## src/rtl/resconv_mk.sv

```systemverilog
module resconv_mk #(
  parameter int N = 16,
  parameter int K = 3
) (
  input  logic [4*N-1:0] x_i,
  output logic [N-1:0]   res_o
);
  localparam int P  = $clog2(K);
  localparam longint unsigned MOD = (64'd1 << N) - 64'(K);
  localparam longint unsigned K2R = (64'(K) * 64'(K)) % MOD;
  localparam longint unsigned K3R = (64'(K) * 64'(K) * 64'(K)) % MOD;
  localparam bit  SKIP = (N >= 2*P + 1);
  localparam int  W1 = 2*N + 2;
  localparam int  W2 = N + P + 1;
  localparam int  W3 = N + 3;
  localparam int  WF = 2*N + 5;

  if (K < 3 || 2*P > N) begin : g_bad_params
    $error("resconv_mk: K must be >= 3 and ceil(log2 K) <= N/2");
  end

  logic [WF-1:0] s1f, s2f, tf, subf;
  logic [W1-1:0] s1;
  logic [W2-1:0] s2;

  assign s1f = WF'(K3R) * WF'(x_i[4*N-1:3*N])
             + WF'(K2R) * WF'(x_i[3*N-1:2*N])
             + WF'(K)   * WF'(x_i[2*N-1:N])
             + WF'(x_i[N-1:0]);
  assign s1 = s1f[W1-1:0];

  assign s2f = WF'(K2R) * WF'(s1[W1-1:2*N])
             + WF'(K)   * WF'(s1[2*N-1:N])
             + WF'(s1[N-1:0]);
  assign s2 = s2f[W2-1:0];

  if (SKIP) begin : g_short
    assign tf = WF'(K) * WF'(s2[W2-1:N]) + WF'(s2[N-1:0]);
  end else begin : g_long
    logic [WF-1:0] s3f;
    logic [W3-1:0] s3;
    assign s3f = WF'(K) * WF'(s2[W2-1:N]) + WF'(s2[N-1:0]);
    assign s3  = s3f[W3-1:0];
    assign tf  = WF'(K) * WF'(s3[W3-1:N]) + WF'(s3[N-1:0]);

    always_comb begin
      assert_s3_fit_R5: assert (s3f < (WF'(1) << W3))
        else $error("third pass overflow");
      assert_s3_congr_R5: assert ((s3f % MOD) == (s2f % MOD))
        else $error("third pass changed residue");
    end
  end

  assign subf  = tf - WF'(MOD);
  assign res_o = (tf >= WF'(MOD)) ? subf[N-1:0] : tf[N-1:0];

  always_comb begin
    assert_s1_fit_R3: assert (s1f < (WF'(1) << W1))
      else $error("first sum overflow");
    assert_s1_congr_R1: assert ((s1f % MOD) == (64'(x_i) % MOD))
      else $error("first sum changed residue");
    assert_s2_fit_R4: assert (s2f < (WF'(1) << W2))
      else $error("second pass overflow");
    assert_s2_congr_R4: assert ((s2f % MOD) == (s1f % MOD))
      else $error("second pass changed residue");
    assert_single_sub_R6: assert (tf < WF'(2 * MOD))
      else $error("modular adder input too large");
    assert_res_range_R2: assert (64'(res_o) < MOD)
      else $error("residue out of range");
  end
endmodule

```

## config.mk

```make
export PLATFORM = sky130hd
export DESIGN_NAME = resconv_mk
export DESIGN_NICKNAME = d
export VERILOG_FILES = /design/src/rtl/resconv_mk.sv
export SDC_FILE = /design/constraint.sdc
export NUM_CORES = 1
export LEC_CHECK = 0
export BUFFER_PORTS_ARGS = -buffer_cell sky130_fd_sc_hd__buf_4
export CORE_UTILIZATION = 60
export DETAILED_ROUTE_END_ITERATION = 10
export GPL_TIMING_DRIVEN = 0
export MAX_ROUTING_LAYER = met4
export PLACE_DENSITY = 0.84
export SYNTH_ARGS = -nofsm -noshare
export SYNTH_HDL_FRONTEND = slang
export SYNTH_SLANG_ARGS = --single-unit
```

## constraint.sdc

```tcl
create_clock -name vclk -period 17.4
set_input_delay 3.48 -clock vclk [all_inputs]
set_output_delay 3.48 -clock vclk [all_outputs]
set_load 0.05 [all_outputs]
```

==> flow_summary_export.csv, run 1 <==
group,metric,value,unit
place,placed_cells,734,
worst_hold_path,min_from,"x_i[0]",
layout,finalNonFillerCells,735,
place,dp_hpwl,10100,um
timing,worst_hold_slack,7940,ps
critical_path,crit_path_top_delay_cell,"or4_4",
route,ant_nets,0,
critical_path,max_stage_delay,620,ps
synthesis,synth.top_cells.by_count,"inv_1 (114), fa_1 (110), ha_1 (84), xnor2_1 (32), nor2_1 (25)",
route,drt-total-wl,11100,um
timing,max_freq,0.0594,GHz
timing,period_minus_slack,16830,ps
grt,grt_antenna_before_repair,0,
worst_hold_path,min_to,"res_o[0]",
synthesis,syn-num-nets,804,
layout,seq_area,0,um2
route,post_drt_via_cell_ratio,5.57,
critical_path,critPathKind,"in2out",
timing,finalSetupViolCount,0,
layout,nClkBuffers,0,
synthesis,synth.top_cell.area_share,0.413,
critical_path,endpoint_kind,"output pin",
critical_path,cp_data_required_time,13920,ps
synthesis,yosys.area.top_type,"fa_1",
critical_path,cp_max_fo,7,
synthesis,ys_seq_area_frac,0,
die,io_pins,80,
route,routedWlPerCell,15.1,um
critical_path,start_kind,"primary input",
grt,grt_max_degree,9,
layout,diodes,0,
critical_path,crit_top_cell,"fa_1",
outcome,outcome,"complete, no violations",
place,place_congestion,0.869,
die,core,8680,um2
layout,nFillCells,650,
die,start_util,0.614,
timing,drv_slew,0,
worst_hold_path,min_path_type,"in2out",
route,vias,4096,
die,die-area,9270,um2
die,dieHeight,96.3,um
layout,nNetsFinal,887,
timing,finalCritPeriodShare,0.967,
timing,hold_viol,0,
synthesis,synth.avg_cell_area,9.76,um2
synthesis,syn_inst,546,
critical_path,worst_ep_arrival_time,13350,ps
route,drc,0,
synthesis,synth_area_leaders,"fa_1 (41%), ha_1 (20%), inv_1 (8.0%)",
timing,slew_headroom,0.634,
die,num_rows,34,
layout,drive_gt1_frac,0.166,
grt,grt_first_pass_wirelength,19200,um
grt,grt_pass1_vias,4433,
layout,nFlopsAndLatches,0,
place,portBuffers,80,
layout,synthToLayoutAreaGrowth,15.4,%
worst_hold_path,hold-path-cell-count,7,
timing,rsz0062_at_grt,"no",
route,drt_iter0_markers,172,
job,drv_cap,0,
synthesis,yosysMostFrequentCell,"inv_1",
synthesis,yosysWarningCount,0,
route,dr.pass1.iters,4,
die,die_w,96.3,um
synthesis,syn_area,5330,um2
grt,grt_usage,0.272,
grt,grt_overflow,0,
synthesis,yosysUniqueCellTypes,57,
timing,worst_slew_pin_slew,546,ps
-- per-layer routing --
metal  vias up  part of all wire  track usage
met2        82              0.56        0.538
met3        12             0.027      0.00553
met4         0             0.011       0.0211
met1      2038              0.40        0.317
li1       1964                 -            -
met5         -                 0            -
-- worst max-delay path by stage --
stage                  from   endpoint  slack (ps)
global route        x_i[20]   res_o[5]           4
global placement    x_i[20]   res_o[3]          50
detailed placement  x_i[20]  res_o[11]        -180
finish              x_i[20]  res_o[11]         570
floorplan           x_i[20]   res_o[0]         650
CTS                 x_i[20]  res_o[11]          20
-- placed cells by master, fill, tap and decap left out, types with 2 or more instances in the layout --
cell and instances:
a211oi_1 6, a21boi_0 2, a21o_1 15, a21oi_1 16, a21oi_2 2, a311oi_1 2
a31oi_1 4, and2_1 3, and3_1 5, buf_4 82, fa_1 109, ha_1 84
inv_1 114, mux2i_1 3, nand2_1 14, nand2b_1 4, nand3_1 10, nand3b_1 4
nand4_1 3, nor2_1 22, nor2_2 3, nor2b_1 6, nor3_1 6, nor3_2 2
nor3b_1 3, o211ai_1 2, o21a_1 4, o21ai_0 6, o21ai_1 4, o21bai_1 4
o31ai_1 2, or3_1 5, xnor2_1 32, xor2_1 13
-- cell families (layout without fill, tap and decap cells) --
kind of cell	after synthesis	count (layout)	share of synthesized area
xor+xnor	47	47	0.0821
mux	3	3	0.00563
compound gates	86	86	0.119
simple gates	99	99	0.101
fa+ha+maj	194	194	0.610
buf+inv	117	198	0.0824
-- layout make-up --
class / count / area [um2] / area share
well taps: 108 / 135 / 0.0220
inverters: 114 / 428 / 0.0696
multi-input cells: 429 / 4960 / 0.807
repair buffers: 82 / 616 / 0.100
plain buffers: 2 / 7.51 / 0.00122
-- per-stage QoR --
stage / worst slack, ps / util / area, um2 / setup TNS, ps
finish: 570 / 0.709 / 6150 / 0
global route: 4.48 / 0.709 / 6150 / 0
CTS: 17.1 / 0.701 / 6080 / 0
detailed placement: -181 / 0.699 / 6070 / -1480
global placement: 47.8 / 0.699 / 6070 / 0
floorplan: 649 / - / 5330 / 0
-- critical path, delay by kind of cell --
family,cells,cell delay [ps]
adder cells (fa/ha/maj),10,4340
AND/OR/NAND/NOR,8,1730
AO/OA/AOI/OAI,15,3170
buffers and inverters,6,640
-- timing repair --
| action | CTS | global route |
|---|---|---|
| buffers inserted | 0 | 2 |
| hold buffers | 0 | 0 |
| pin swaps | 0 | 3 |
| resized for setup | 3 | 13 |
| hold endpoints to repair | 0 | 0 |
| setup endpoints to repair | 14 | 16 |
Power of run 1 is not shown: default switching activity piles up to over one toggle a cycle in this logic, so the estimate is an artifact.
==> inputs of run 2 (changes only) <==
--- a/config.mk
+++ b/config.mk
@@ -11,6 +11,7 @@
 export GPL_TIMING_DRIVEN = 0
 export MAX_ROUTING_LAYER = met4
 export PLACE_DENSITY = 0.84
+export REMOVE_ABC_BUFFERS = 1
 export SYNTH_ARGS = -nofsm -noshare
 export SYNTH_HDL_FRONTEND = slang
 export SYNTH_SLANG_ARGS = --single-unit
==> run 2 against run 1 <==
First-iteration DRC count fell by 1.2%. Final area rose by 0.67%. Non-clock buffer count rose by 2. Clock-buffer cell count did not move. Via count rose by 1.8%. Wire length rose by 1.2%. Flip-flop and latch count did not move. Critical path type unchanged. Global-route usage fell by 0.59 points.
==> flow_summary_export.csv, run 2 (same netlist as run 1, synthesis figures left out) <==
group,metric,value,unit
outcome,outcome,"complete, no violations",
layout,nFlopsAndLatches,0,
timing,drv_slew,0,
worst_hold_path,min_path_type,"in2out",
worst_hold_path,hold-path-cell-count,7,
timing,setup_tns,0,ps
place,pre_cts_ws,-380,ps
route,drc,0,
job,drv_cap,0,
critical_path,worst_ep_arrival_time,13450,ps
grt,grt_antenna_before_repair,0,
grt,grtUsageMet1,0.302,
layout,final_util,0.714,
timing,worst_slew_pin_slew,585,ps
die,num_rows,34,
timing,finalCritPeriodShare,0.973,
layout,synthToLayoutAreaGrowth,16.1,%
die,die-area,9270,um2
timing,fin_ws,469,ps
place,place_congestion,0.871,
grt,grt_pass1_vias,4396,
die,start_util,0.614,
grt,use_met2,0.520,
timing,hold_viol,0,
critical_path,endpoint_kind,"output pin",
grt,busiest_layer,"met2",
critical_path,start_kind,"primary input",
route,vias,4170,
critical_path,critPathKind,"in2out",
critical_path,crit_path_top_delay_cell,"fa_1",
route,drt_iter0_markers,170,
critical_path,max_stage_delay,570,ps
worst_hold_path,min_to,"res_o[0]",
place,dp_hpwl,10100,um
grt,use_met3,0.0150,
timing,period_minus_slack,16930,ps
layout,final_cell_mix,"inv_1 (114), fa_1 (109), buf_4 (86), ha_1 (84), xnor2_1 (32)",
critical_path,cp_data_required_time,13920,ps
route,drt-total-wl,11200,um
route,dr.pass1.iters,4,
grt,grt_usage,0.266,
place,placed_cells,731,
die,die_w,96.3,um
layout,diodes,0,
route,post_drt_via_cell_ratio,5.66,
place,portBuffers,80,
grt,grt_first_pass_wirelength,18700,um
route,ant_nets,0,
layout,drive_gt1_frac,0.178,
timing,max_freq,0.0591,GHz
layout,final_common_cell,"inv_1",
timing,slew_headroom,0.607,
layout,seq_area,0,um2
grt,grt_max_degree,9,
die,io_pins,80,
route,routedWlPerCell,15.3,um
critical_path,cp_max_fo,7,
layout,finalNonFillerCells,737,
worst_hold_path,min_from,"x_i[0]",
timing,finalSetupViolCount,0,
cts,ctsHoldBuffers,0,
grt,grt_overflow,0,
layout,nClkBuffers,0,
die,core,8680,um2
die,dieHeight,96.3,um
layout,nNetsFinal,889,
## run 2: per-stage QoR
step | hold slack [ps] | instance area, um2
6_report | 7950 | 6190
3_5_place_dp | 7930 | 6060
2_1_floorplan | 7790 | 5320
4_1_cts | 7940 | 6060
3_3_place_gp | 7920 | 6060
5_1_grt | 7990 | 6190
## run 2: cell type report
cell class / count / area [um2]
Multi-Input combinational cell: 429 / 4980
Fill cell: 646 / 2490
Timing Repair Buffer: 86 / 646
Inverter: 114 / 428
Tap cell: 108 / 135
## run 2: critical path: cells and delay by family
kind / cells / cell delay (ps)
AO/OA/AOI/OAI: 16 / 3570
AND/OR/NAND/NOR: 7 / 1510
multiplexers: 1 / 130
buffers and inverters: 6 / 710
XOR/XNOR: 2 / 280
adder cells (fa/ha/maj): 9 / 3760
## run 2: how the worst max path moves through the flow
stage	startpoint	endpoint	slack [ps]	cells past startpoint
after CTS	x_i[20]	res_o[15]	20	40
final	x_i[20]	res_o[9]	470	41
after floorplan	x_i[20]	res_o[0]	650	38
after global placement	x_i[20]	res_o[3]	6	40
after global routing	x_i[20]	res_o[3]	-20	41
after detailed placement	x_i[20]	res_o[15]	-380	40
## run 2: what timing repair did
action,CTS,global route
buffers inserted,0,6
gates cloned,0,0
endpoints found under the setup margin,16,16
pin swaps,1,3
gates resized for setup,2,17
## run 2: per-layer routing
metal	up-vias	share of wire	wire, um
met4	0	0.014	157
met5	-	0	0
met3	16	0.025	283
met2	84	0.56	6260
li1	1966	-	-
met1	2104	0.40	4540
Power of run 2 is left out for the same reason.
==> inputs of run 3 (changes only) <==
--- a/config.mk
+++ b/config.mk
@@ -6,11 +6,11 @@
 export NUM_CORES = 1
 export LEC_CHECK = 0
 export BUFFER_PORTS_ARGS = -buffer_cell sky130_fd_sc_hd__buf_4
-export CORE_UTILIZATION = 60
+export CORE_UTILIZATION = 56
 export DETAILED_ROUTE_END_ITERATION = 10
 export GPL_TIMING_DRIVEN = 0
 export MAX_ROUTING_LAYER = met4
-export PLACE_DENSITY = 0.84
+export PLACE_DENSITY = 0.83
 export REMOVE_ABC_BUFFERS = 1
 export SYNTH_ARGS = -nofsm -noshare
 export SYNTH_HDL_FRONTEND = slang
==> constraint.sdc (replaced) <==
create_clock -name vclk -period 14.28
set_input_delay 2.856 -clock vclk [all_inputs]
set_output_delay 2.856 -clock vclk [all_outputs]
set_load 0.05 [all_outputs]
==> run 3 against run 2 <==
The run now ends with negative setup slack left. Wire length grew 20%. Final area rose by 13%. Die area up 7.0%. Hold slack lost 1300 ps. Critical path depth fell by 2. Utilization increased by 4.3 points. Setup slack got worse by 900 ps. Via count grew 8.9%. Global-route usage increased by 2.1 points. Critical endpoint is now res_o[4].
==> flow_summary_export.csv, run 3 (same netlist as run 1, synthesis figures left out) <==
group,metric,value,unit
layout,nClkBuffers,0,
place,place_congestion,0.912,
layout,final_util,0.756,
timing,finalCritPeriodShare,1.03,
layout,seq_area,0,um2
timing,max_freq,0.0680,GHz
timing,fin_ws,-435,ps
layout,diodes,0,
critical_path,endpoint_kind,"output pin",
grt,grt_antenna_before_repair,0,
timing,worst_slew_pin_slew,730,ps
layout,nFlopsAndLatches,0,
timing,slew_headroom,0.510,
worst_hold_path,min_path_type,"in2out",
timing,worst_hold_slack,6660,ps
die,io_pins,80,
grt,grt_overflow,0,
critical_path,max_stage_delay,580,ps
timing,setup_tns,-6430,ps
die,die-area,9910,um2
critical_path,worst_ep_arrival_time,11860,ps
critical_path,cp_max_fo,7,
timing,drv_slew,0,
place,dp_hpwl,9970,um
grt,grt_usage,0.287,
timing,finalSetupViolCount,16,
route,drt-total-wl,13500,um
die,start_util,0.577,
layout,nFillCells,547,
outcome,failed_checks,"negative setup slack",
critical_path,crit_path_top_delay_cell,"or4_4",
job,drv_cap,0,
route,dr.pass1.iters,5,
layout,final_common_cell,"inv_1",
die,die_w,99.6,um
grt,grt_pass1_vias,4927,
die,dieHeight,99.6,um
route,ant_nets,0,
place,pre_cts_ws,-2010,ps
route,vias,4541,
grt,grt_max_degree,9,
grt,grt_first_pass_wirelength,22300,um
outcome,outcome,"finished, violations left",
place,portBuffers,80,
timing,hold_viol,0,
layout,synthToLayoutAreaGrowth,31.0,%
route,post_drt_via_cell_ratio,5.73,
critical_path,crit_top_cell,"fa_1",
critical_path,cp_data_required_time,11420,ps
die,core,9240,um2
die,num_rows,35,
cts,ctsHoldBuffers,0,
critical_path,critPathKind,"in2out",
layout,nNetsFinal,923,
route,routedWlPerCell,17.0,um
critical_path,start_kind,"primary input",
layout,drive_gt1_frac,0.302,
route,drc,0,
route,drt_iter0_markers,391,
layout,multi_input_area,5400,um2
timing,period_minus_slack,14720,ps
layout,final_cell_mix,"inv_1 (109), fa_1 (104), buf_4 (99), ha_1 (67), xnor2_1 (28)",
timing,rsz0062_at_grt,"yes",
## run 3: stage by stage
step           cell area (um2)  cells
2_1_floorplan             5320    543
3_3_place_gp              6080    752
3_5_place_dp              6080    752
4_1_cts                   6800    782
5_1_grt                   6990    792
6_report                  6990    792
## run 3: what timing repair did
action / CTS / global route
pin swaps: 58 / 15
resized for setup: 101 / 14
endpoints found under the hold margin: 0 / 0
setup buffers: 30 / 10
endpoints found under the setup margin: 16 / 16
## run 3: critical path, delay by kind of cell
kind	cells	cell delay (ps)
AND/OR/NAND/NOR	9	1940
adder cells (fa/ha/maj)	10	3930
AO/OA/AOI/OAI	14	2550
buffers and inverters	6	560
## run 3: path summary, 6_finish.rpt
kind              startpoint        to  slack [ps]  depth (start not counted)
setup / recovery     x_i[36]  res_o[4]        -440                         39
hold / removal        x_i[0]  res_o[0]        6660                          7
## run 3: layout make-up
class,instances,area share
tap,129,0.0231
multi-input combinational,429,0.773
inverter,114,0.0612
timing repair buffer,120,0.143
## run 3: layer usage
layer | vias to the layer above | part of all wire | global-route usage
met3 | 59 | 0.043 | 0.0134
met1 | 2236 | 0.38 | 0.333
met5 | - | 0 | -
met2 | 209 | 0.55 | 0.554
met4 | 0 | 0.025 | 0.0464
li1 | 2037 | - | -
Power of run 3 is left out for the same reason.
